### src/rtl/sem_pkg.sv
package sem_pkg;

  // Operation carried by one port in one cycle after decode.
  typedef struct packed {
    logic hit;   // address selects a lock in the bank
    logic rd;    // test-and-set read of that lock
    logic wr;    // release write of that lock
  } sem_op_t;

  // Width of an index able to name n items (at least one bit).
  function automatic int unsigned idx_width(input int unsigned n);
    return (n > 1) ? $clog2(n) : 1;
  endfunction

endpackage

### src/rtl/sem_addr_dec.sv
module sem_addr_dec #(
  parameter int unsigned AW     = 12,
  parameter int unsigned BASE   = 256,
  parameter int unsigned STRIDE = 4,
  parameter int unsigned NFUNC  = 4,
  localparam int unsigned IW    = sem_pkg::idx_width(NFUNC)
) (
  input  logic [AW-1:0] addr,
  output logic          hit,
  output logic [IW-1:0] idx
);
  localparam int unsigned SH   = $clog2(STRIDE);
  localparam int unsigned SPAN = NFUNC * STRIDE;

  logic [AW-1:0] off;

  always_comb begin
    off = addr - AW'(BASE);
    hit = (addr >= AW'(BASE)) && (off < AW'(SPAN)) && (off[SH-1:0] == '0);
    idx = off[SH +: IW];
  end
endmodule

### src/rtl/sem_prio_arb.sv
module sem_prio_arb #(
  parameter int unsigned N = 2
) (
  input  logic [N-1:0] req,
  output logic [N-1:0] gnt
);
  always_comb begin
    logic taken;
    taken = 1'b0;
    gnt   = '0;
    for (int i = 0; i < N; i++) begin
      if (req[i] && !taken) begin
        gnt[i] = 1'b1;
        taken  = 1'b1;
      end
    end
  end
endmodule

### src/rtl/sem_cell.sv
module sem_cell (
  input  logic clk,
  input  logic rst_n,
  input  logic take,   // at least one read of this lock this cycle
  input  logic rel,    // at least one write of this lock this cycle
  output logic busy
);
  logic busy_n;

  // Free lock: any read acquires it, a concurrent write is moot.
  // Held lock: a write releases it, a concurrent reader loses.
  always_comb busy_n = busy ? ~rel : take;

  always_ff @(posedge clk) begin
    if (!rst_n) busy <= 1'b0;
    else        busy <= busy_n;
  end
endmodule

### src/rtl/sem_bank.sv
module sem_bank #(
  parameter int unsigned NPORT  = 2,
  parameter int unsigned NFUNC  = 4,
  parameter int unsigned AW     = 12,
  parameter int unsigned DW     = 32,
  parameter int unsigned BASE   = 256,
  parameter int unsigned STRIDE = 4
) (
  input  logic                clk,
  input  logic                rst_n,
  input  logic [NPORT-1:0]    req_valid,
  input  logic [NPORT-1:0]    req_write,
  input  logic [NPORT*AW-1:0] req_addr,
  output logic [NPORT-1:0]    rsp_valid,
  output logic [NPORT*DW-1:0] rsp_rdata
);
  import sem_pkg::*;

  localparam int unsigned IW = idx_width(NFUNC);

  logic [IW-1:0]          port_idx [NPORT];
  logic [NPORT-1:0]       port_hit;
  sem_op_t                port_op  [NPORT];
  logic [NFUNC*NPORT-1:0] rd_hit_flat;
  logic [NFUNC*NPORT-1:0] wr_hit_flat;
  logic [NFUNC*NPORT-1:0] gnt_flat;
  logic [NFUNC-1:0]       rd_any;
  logic [NFUNC-1:0]       wr_any;
  logic [NFUNC-1:0]       busy_q;
  logic [NPORT*DW-1:0]    rdata_n;

  // Per-port address decode.
  for (genvar p = 0; p < NPORT; p++) begin : g_port
    sem_addr_dec #(
      .AW(AW), .BASE(BASE), .STRIDE(STRIDE), .NFUNC(NFUNC)
    ) u_dec (
      .addr(req_addr[p*AW +: AW]),
      .hit (port_hit[p]),
      .idx (port_idx[p])
    );

    always_comb begin
      port_op[p].hit = port_hit[p];
      port_op[p].rd  = req_valid[p] & ~req_write[p] & port_hit[p];
      port_op[p].wr  = req_valid[p] &  req_write[p] & port_hit[p];
    end
  end

  // Spread each port's operation onto the lock it addresses.
  always_comb begin
    for (int f = 0; f < NFUNC; f++) begin
      for (int p = 0; p < NPORT; p++) begin
        rd_hit_flat[f*NPORT+p] = port_op[p].rd && (port_idx[p] == IW'(f));
        wr_hit_flat[f*NPORT+p] = port_op[p].wr && (port_idx[p] == IW'(f));
      end
    end
  end

  // One arbiter and one lock bit per function.
  for (genvar f = 0; f < NFUNC; f++) begin : g_lock
    sem_prio_arb #(.N(NPORT)) u_arb (
      .req(rd_hit_flat[f*NPORT +: NPORT]),
      .gnt(gnt_flat[f*NPORT +: NPORT])
    );

    assign rd_any[f] = |rd_hit_flat[f*NPORT +: NPORT];
    assign wr_any[f] = |wr_hit_flat[f*NPORT +: NPORT];

    sem_cell u_cell (
      .clk  (clk),
      .rst_n(rst_n),
      .take (rd_any[f]),
      .rel  (wr_any[f]),
      .busy (busy_q[f])
    );
  end

  // Response word: the winner sees the prior busy bit, losers see 1.
  always_comb begin
    for (int p = 0; p < NPORT; p++) begin
      logic won;
      logic bit0;
      won  = 1'b0;
      bit0 = 1'b0;
      for (int f = 0; f < NFUNC; f++) begin
        if (rd_hit_flat[f*NPORT+p]) begin
          won  = gnt_flat[f*NPORT+p];
          bit0 = busy_q[f] | ~won;
        end
      end
      rdata_n[p*DW +: DW] = DW'(bit0);
    end
  end

  always_ff @(posedge clk) begin
    if (!rst_n) begin
      rsp_valid <= '0;
      rsp_rdata <= '0;
    end else begin
      rsp_valid <= req_valid;
      rsp_rdata <= rdata_n;
    end
  end
endmodule

### config.mk
export PLATFORM = sky130hd
export DESIGN_NAME = sem_bank
export DESIGN_NICKNAME = d
export VERILOG_FILES = /design/src/rtl/sem_pkg.sv /design/src/rtl/sem_addr_dec.sv /design/src/rtl/sem_prio_arb.sv /design/src/rtl/sem_cell.sv /design/src/rtl/sem_bank.sv
export SDC_FILE = /design/constraint.sdc
export NUM_CORES = 1
export LEC_CHECK = 0
export CORE_ASPECT_RATIO = 1.2
export CORE_MARGIN = 10
export CORE_UTILIZATION = 32
export CTS_BUF_LIST = sky130_fd_sc_hd__clkbuf_16
export CTS_CLUSTER_SIZE = 10
export DETAILED_ROUTE_END_ITERATION = 6
export PLACE_DENSITY_LB_ADDON = 0.15
export SLEW_MARGIN = 10
export SYNTH_ARGS = -nofsm -noshare
export SYNTH_HDL_FRONTEND = slang
export SYNTH_SLANG_ARGS = --single-unit
### constraint.sdc
create_clock -name clk -period 1.7 [get_ports clk]
set_clock_uncertainty 0.15 [all_clocks]
set_input_delay 0.255 -clock clk [delete_from_list [all_inputs] [get_ports clk]]
set_output_delay 0.255 -clock clk [all_outputs]
set_load 0.005 [all_outputs]
After elaboration in Yosys (flattened, before gate mapping)
Cells that the tools add are included.
{"block": "op_classes", "bitwise_logic": 30, "mux": 20, "eq_ne": 6, "add_sub_neg": 2, "order_cmp": 4, "reduce_logical": 40}
{"cell": "$ge 12x9->1 const B", "n": 2}
{"cell": "$logic_and 1x1->1", "n": 24}
{"cell": "$lt 12x5->1 const B", "n": 2}
{"cell": "$sub 12x9->12 const B", "n": 2}
{"cell": "$mux 1", "n": 20}
{"cell": "$reduce_or 2->1", "n": 8}
{"cell": "$not 1->1", "n": 14}
{"cell": "$and 1x1->1", "n": 8}
{"cell": "$eq 2x2->1 const B", "n": 4}
{"cell": "$logic_not 2->1", "n": 4}
{"cell": "$or 1x1->1", "n": 8}
{"cell": "$eq 2x1->1 const B", "n": 2}
{"cell": "$logic_not 1->1", "n": 4}
{"block": "totals", "wordCells": 109, "reg_bits": 70}

Depth between registers and ports, before layout
Gate-level depths: netlist of the first run.
{"block": "logic_depth", "depth_word": 16, "mapped_depth": 6, "ltp_nobuf": 5}

Modules after synthesis
From an unflattened synthesis of the first run, not the netlist that was laid out.
{"block": "hier_totals", "cells_unflattened": 144, "hier_area_um2": 1232.4}
{"mod": "sem_bank", "area_each_um2": 852.1, "cells_per_inst": 110, "instances": 1}
{"mod": "sem_cell", "area_each_um2": 51.3, "cells_per_inst": 4, "instances": 4}
{"mod": "sem_addr_dec", "area_each_um2": 45.0, "cells_per_inst": 5, "instances": 2}
{"mod": "sem_prio_arb", "area_each_um2": 21.3, "cells_per_inst": 2, "instances": 4}

Worst setup path before layout of the first run
No wires, ideal clock.
{"block": "synth_path", "kind": "input to register", "startpoint": "input port req_addr[13]", "endpoint": "register g_lock[1].u_cell.busy", "setup_ns": 0.058, "t_required_ns": 1.492, "setup_slack_ns": 0.098, "path_stages": 5, "path_buffers": 0, "t_arrival_ns": 1.394, "cell_sequence": "nor3b_1 > nand3_2 > or4_1 > a2bb2oi_1 > o21a_1"}
{"block": "synth_via", "elab_chain_cells": 9, "elab_cells_between_ends": 15, "classes_between": "add/sub: 1; order compare: 2; eq/ne: 1; mux: 1; bitwise: 3; reduce/logical: 7"}
{"item": "start, declared", "line": "sem_bank.sv:13", "source": "input logic [NPORT*AW-1:0] req_addr,"}
{"item": "$sub 12x9->12", "line": "sem_addr_dec.sv:18", "source": "off = addr - AW'(BASE);"}
{"item": "$lt 12x5->1", "line": "sem_addr_dec.sv:19", "source": "hit = (addr >= AW'(BASE)) && (off < AW'(SPAN)) && (off[SH-1:0] == '0);"}
{"item": "$logic_and 1x1->1 (2 in series)", "line": "sem_addr_dec.sv:19"}
{"item": "$and 1x1->1", "line": "sem_bank.sv:45", "source": "port_op[p].wr = req_valid[p] & req_write[p] & port_hit[p];"}
{"item": "$logic_and 1x1->1", "line": "sem_bank.sv:54", "source": "wr_hit_flat[f*NPORT+p] = port_op[p].wr && (port_idx[p] == IW'(f));"}
{"item": "$reduce_or 2->1", "line": "sem_bank.sv:67", "source": "assign wr_any[f] = |wr_hit_flat[f*NPORT +: NPORT];"}
{"item": "$not 1->1", "line": "sem_cell.sv:12", "source": "always_comb busy_n = busy ? ~rel : take;"}
{"item": "$mux 1 (*)", "line": "sem_cell.sv:12"}
{"item": "end signal, assigned", "line": "sem_cell.sv:16", "source": "else busy <= busy_n;"}
{"item": "end, declared", "line": "sem_cell.sv:6", "source": "output logic busy"}
Every way passes the cells marked *; elsewhere a longest branch is shown, timed or not.
A chain may end at the register's enable or synchronous reset.

Worst setup path in the final report of the first run
{"block": "layout_path", "startpoint": "input port req_addr[0]", "endpoint": "register g_lock[1].u_cell.busy"}
Same word-level chain as after synthesis.

==> results of run 1 <==
## worst max-delay path by stage
stage                                             to  cells after the start  slack (ps)
CTS                 g_lock[1].u_cell.busy$_SDFF_PN0_                      7           1
detailed placement  g_lock[1].u_cell.busy$_SDFF_PN0_                      6        -490
global route        g_lock[0].u_cell.busy$_SDFF_PN0_                      8         -10
finish              g_lock[1].u_cell.busy$_SDFF_PN0_                      7          50
global placement    g_lock[1].u_cell.busy$_SDFF_PN0_                      6        -450
floorplan           g_lock[1].u_cell.busy$_SDFF_PN0_                      5         100
## synthesized netlist by cell type (4+ instances only)
cell type	instances	area share (%)
buf_4	62	41
dfxtp_1	8	14
inv_1	5	1.6
nand3_1	5	2.2
nand2_1	4	1.3
nor2_1	4	1.3
nor3_1	4	1.8
nor3b_1	4	2.6
o21ai_0	4	1.8
## per-layer routing
metal  global-route usage (%)  vias to the layer above  wire (um)
li1                         -                      501          -
met1                     10.8                      477       1390
met2                     19.8                       57       1980
met3                     3.38                        2        259
met4                     3.79                        0         17
met5                        0                        -          0
## kinds of logic after synthesis
| kind of cell | Yosys count |
|---|---|
| other | 1 |
| AO/OA/AOI/OAI | 18 |
| multiplexers | 3 |
| AND/OR/NAND/NOR | 42 |
| buffers and inverters | 69 |
| flip-flops | 8 |
## registers in the layout (all words and copies together), names as in the netlist
register            cells
rsp_valid               2
g_lock.u_cell.busy      4
rsp_rdata               2
## worst register-to-register path, cell delays in order (launching register included)
cell     delay (ps)
dfxtp_1         360
mux4_2          490
and3_1          200
## cell usage in the layout (no fill, tap or decap), types with 2 or more instances in the layout
cell / synthesis / final
and2_1: 2 / 2
buf_4: 62 / 29
buf_6: 0 / 2
clkbuf_16: 0 / 3
clkbuf_2: 0 / 3
clkdlybuf4s15_1: 0 / 4
clkdlybuf4s50_1: 0 / 9
conb_1: 1 / 62
dfxtp_1: 8 / 8
dlygate4sd2_1: 0 / 9
dlymetal6s2s_1: 0 / 7
inv_1: 5 / 5
mux2i_1: 2 / 2
nand2_1: 4 / 3
nand2b_1: 2 / 2
nand3_1: 5 / 5
nand4_1: 2 / 2
nor2_1: 4 / 2
nor2_2: 0 / 2
nor3_1: 4 / 4
nor3b_1: 4 / 3
nor3b_4: 0 / 2
nor4_4: 2 / 3
nor4b_4: 1 / 2
o21a_1: 2 / 2
o21ai_0: 4 / 2
o21ai_1: 0 / 2
o31ai_2: 0 / 2
## cell type report
cell class	instances	area, um2	share of cell area (%)
clock buffers	3	75.1	4.49
inverters	5	18.8	1.12
multi-input cells	125	810	48.4
flip-flops and latches	8	160	9.57
well taps	37	46.3	2.77
repair buffers	64	563	33.7
## stage by stage
step                setup TNS, ps  util (%)
floorplan                       0         -
global placement            -2280      43.1
detailed placement          -2410      43.1
CTS                             0      46.5
global route                -14.5      49.3
finish                          0      49.3
## power breakdown
part / internal [mW] / switching [mW] / total, mW
Sequential: 0.191 / 0.000545 / 0.192
Clock: 0.304 / 0.0967 / 0.400
Combinational: 0.105 / 0.110 / 0.214
## repair_timing
item / CTS / global route
pin swaps: 15 / 14
setup buffers: 4 / 2
hold endpoints to repair: 0 / 0
gates cloned: 0 / 0
endpoints found under the setup margin: 6 / 4
resized for setup: 28 / 30
==> results_dict.tcl, run 1 <==
set metrics [dict create \
    status "complete, no violations" \
    synthToLayoutAreaGrowth_pct 46.3 \
    critPathKind "input pin to flip-flop" \
    clock_latency_ps 240 \
    crit_path_cell_trace "dlygate4sd2_1 > nor4_4 > buf_4 > nand2_2 > nand4b_1 > a2bb2oi_2 > o21a_1" \
    wl_mm 3.64 \
    drv_slew 0 \
    whs_path_depth 2 \
    reg2reg_depth 2 \
    wire_per_inst_um 15.1 \
    max-vdd-ir-drop_v 0.000226 \
    min-delay-start "req_valid[1]" \
    syn_area_mm2 0.00114 \
    die-height_um 85.5 \
    grt_max_degree 7 \
    grt_usage_pct 10.7 \
    cp_max_fo 2 \
    power_uw 806 \
    cts_made_buffers 3 \
    cp_top_family "simple AND/OR/NAND/NOR gates" \
    synth_seq_cells 8 \
    yosysSeqAreaShare_pct 14.0 \
    cts_max_level 1 \
    final_area_mm2 0.00167 \
    synth_cell_types 41 \
    reg2reg_to "rsp_rdata[0]$_SDFF_PN0_" \
    worst_setup_path_end_kind "flip-flop" \
    grt_pass1_vias 1137 \
    vias_per_cell 4.29 \
    core-area_mm2 0.00340 \
    dr.first_iter.drc_count 30 \
    setup_ws_ps 50.5 \
    grt_pass1_wl_mm 5.40 \
    cts_tree "built" \
    numPortBuffers 33 \
    drcViolationCount 0 \
    stdcell_count 242 \
    synth_edf_count 0 \
    ys_warn_count 0 \
    synthFlopType "dfxtp_1" \
    max_stage_delay_ps 260 \
    finalHoldViolCount 0 \
    fin_crit_sh_pct 97.0 \
    clk_pin_slew_ps 40 \
    reg2reg_slack_ps 390 \
    drv_cap 0 \
    final.fill_count 362 \
    async_flop_share_pct 0 \
    worstReg2RegStart "g_lock[3].u_cell.busy$_SDFF_PN0_" \
    n_antenna_cell 0 \
    syn_inst 141 \
    cts_buffer_depth 2 \
    dieArea_mm2 0.00637 \
    start_util_pct 33.7 \
    post-place-ws_ps -491 \
    synth.avg_cell_area_um2 8.11 \
    die_w_um 74.6 \
    cts_sinks 8 \
    cp.buffers_inverters 2 \
    place_inst 233 \
    worstSetupStartpoint "req_addr[0]" \
    arrival_ps 1630 \
    final_antenna_net_count 0 \
    synth_compound_area_share_pct 11.6 \
    synth_xor_area_share_pct 0 \
    min_period_ps 1650 \
    powerDensity_mw_per_mm2 482 \
    dpl-instance-area_mm2 0.00146 \
    hp-class "input pin to flip-flop" \
    firstDrtPassIters 4 \
    synth_top_family_by_area "buffers and inverters" \
    holdWs_ps 237 \
    grt_overflow 0 \
    hold_end "rsp_valid[1]$_SDFF_PN0_" \
    ios 96 \
    fmax_mhz 606 \
    dr_total_vias 1037 \
    ctsHoldBuffers 0 \
    row_count 23 \
    gp_congestion 0.775 \
    antenna_found_initial 0 \
    root_buffer "clkbuf_16" \
    cellLeakagePower_nw 0.827 \
    synthSimpleGateAreaFrac_pct 27.4 \
    synth_adder_area_share_pct 0 \
    slowest_stage "dlygate4sd2_1" \
    layout.nets 237 \
    worstSetupStartpointType "input pin" \
    synthMuxAreaShare_pct 3.72 \
    finalSetupViolations 0 \
    required_ps 1680 \
    place_hpwl_mm 3.12 \
    drive_gt1_share_pct 30.2 \
]
Power figures use the tool's default switching activity.
==> inputs of run 2 (changes only) <==
--- a/config.mk
+++ b/config.mk
@@ -5,6 +5,7 @@
 export SDC_FILE = /design/constraint.sdc
 export NUM_CORES = 1
 export LEC_CHECK = 0
+export ABC_CLOCK_PERIOD_IN_PS = 1700
 export CORE_ASPECT_RATIO = 1.2
 export CORE_MARGIN = 10
 export CORE_UTILIZATION = 32
==> results of run 2 <==
The final DEF is identical to that of run 1; final timing and power are the same.
==> inputs of run 3 (changes only) <==
--- a/config.mk
+++ b/config.mk
@@ -9,7 +9,6 @@
 export CORE_ASPECT_RATIO = 1.2
 export CORE_MARGIN = 10
 export CORE_UTILIZATION = 32
-export CTS_BUF_LIST = sky130_fd_sc_hd__clkbuf_16
 export CTS_CLUSTER_SIZE = 10
 export DETAILED_ROUTE_END_ITERATION = 6
 export PLACE_DENSITY_LB_ADDON = 0.15
==> run 3 against run 2 <==
Design area is 4.0% lower. Routed wire length is 3.2% lower. Largest cell class unchanged. Total power is 22% lower. Register-to-register slack hardly changed. Core utilization is 2.0 points lower. Highest routed layer unchanged. Worst setup slack better by 11 ps. Sequential power hardly changed. Fmax is 0.68% higher. Final cell count is 0.83% lower. Critical path depth is 1 higher. Sequential share of layout area is 0.40 points higher.
==> results_dict.tcl, run 3 (synthesis gave the netlist of run 1 again) <==
set metrics [dict create \
    start_util_pct 33.7 \
    wl_mm 3.53 \
    stdcell_count 240 \
    post-place-ws_ps -491 \
    root_buffer "clkbuf_8" \
    vias_per_cell 4.21 \
    grt_overflow 0 \
    dpl-instance-area_mm2 0.00146 \
    grt_usage_pct 10.5 \
    firstDrtPassIters 3 \
    fmax_mhz 610 \
    drcViolationCount 0 \
    core-area_mm2 0.00340 \
    cts_made_buffers 3 \
    antenna_found_initial 0 \
    reg2reg_slack_ps 390 \
    final_util_pct 47.3 \
    die_w_um 74.6 \
    dieArea_mm2 0.00637 \
    power_uw 630 \
    worst_setup_path_end_kind "flip-flop" \
    required_ps 1730 \
    reg2reg_to "rsp_rdata[0]$_SDFF_PN0_" \
    reg_top3 "g_lock.u_cell.busy: 4 flops, rsp_rdata: 2 flops, rsp_valid: 2 flops" \
    layout_common_cells "62 x conb_1, 27 x buf_4, 11 x clkdlybuf4s50_1" \
    critPathKind "input pin to flip-flop" \
    n_antenna_cell 0 \
    top_layer "met4" \
    dr_total_vias 1010 \
    tns_ps 0 \
    layout.nets 235 \
    arrival_ps 1660 \
    numPortBuffers 33 \
    max-vdd-ir-drop_v 0.000136 \
    grt_pass1_wl_mm 5.31 \
    cts_buffer_depth 2 \
    die-height_um 85.5 \
    gp_congestion 0.775 \
    drv_slew 0 \
    finalSetupViolations 0 \
    drv_cap 0 \
    wire_per_inst_um 14.7 \
    cts_tree "built" \
    cts_sinks 8 \
    largest_register_ffs 4 \
    ios 96 \
    row_count 23 \
    hold_end "rsp_valid[1]$_SDFF_PN0_" \
    whs_path_depth 2 \
    final_common_cell "conb_1" \
    synthToLayoutAreaGrowth_pct 40.4 \
    worstSetupStartpoint "req_addr[7]" \
    min_period_ps 1640 \
    final_area_mm2 0.00161 \
    worstSetupStartpointType "input pin" \
    ctsHoldBuffers 0 \
    powerDensity_mw_per_mm2 392 \
    hp-class "input pin to flip-flop" \
    cellLeakagePower_nw 0.768 \
    place_inst 233 \
    finalHoldViolCount 0 \
    grt_max_degree 7 \
    route.met3.wl_um 244 \
    holdWs_ps 243 \
    clock_latency_ps 230 \
    fin_crit_sh_pct 96.4 \
    dr.first_iter.drc_count 22 \
    worstReg2RegStart "g_lock[3].u_cell.busy$_SDFF_PN0_" \
    drive_gt1_share_pct 29.1 \
    cts_max_level 1 \
    regMostFlops "g_lock.u_cell.busy" \
    place_hpwl_mm 3.12 \
    clk_pin_slew_ps 40 \
    grt_pass1_vias 1123 \
    wl_met1_mm 1.41 \
    setup_ws_ps 61.6 \
    min-delay-start "req_valid[1]" \
    reg2reg_depth 2 \
    route.met2.wl_mm 1.84 \
    final_antenna_net_count 0 \
    status "complete, no violations" \
    cp_max_fo 2 \
]
## run 3: power breakdown
group	switching [mW]	internal (mW)	leakage, nW	total (mW)
registers	0.000547	0.191	0.0650	0.192
logic	0.107	0.103	0.682	0.210
clock network	0.0746	0.153	0.0216	0.228
## run 3: worst max path at each step
stage	end	cells after the start
floorplan	g_lock[1].u_cell.busy$_SDFF_PN0_	5
global placement	g_lock[1].u_cell.busy$_SDFF_PN0_	6
detailed placement	g_lock[1].u_cell.busy$_SDFF_PN0_	6
CTS	g_lock[1].u_cell.busy$_SDFF_PN0_	6
global route	g_lock[0].u_cell.busy$_SDFF_PN0_	8
finish	g_lock[1].u_cell.busy$_SDFF_PN0_	8
## run 3: worst max-delay path: stages
cell	delay, ps
clkdlybuf4s50_1	430
nor2_2	130
buf_4	110
nand4_1	140
buf_4	190
o32a_2	190
nor2_2	110
o21a_1	100
## run 3: final cells by class
class                           count  area (um2)
Fill cell                         381        1790
Multi-Input combinational cell    125         798
Timing Repair Buffer               62         541
Sequential cell                     8         160
Tap cell                           37        46.3
Clock buffer                        3        41.3
Inverter                            5        18.8
## run 3: routing by layer
metal / up-vias / global-route usage, %
li1: 494 / -
met1: 461 / 10.6
met2: 51 / 19.5
met3: 4 / 3.38
met4: 0 / 3.28
met5: - / 0
## run 3: what timing repair did
| item | 4_1_cts | 5_1_grt |
|---|---|---|
| pin swaps | 15 | 13 |
| resized for setup | 29 | 26 |
| endpoints found under the setup margin | 6 | 4 |
| buffers inserted | 4 | 0 |
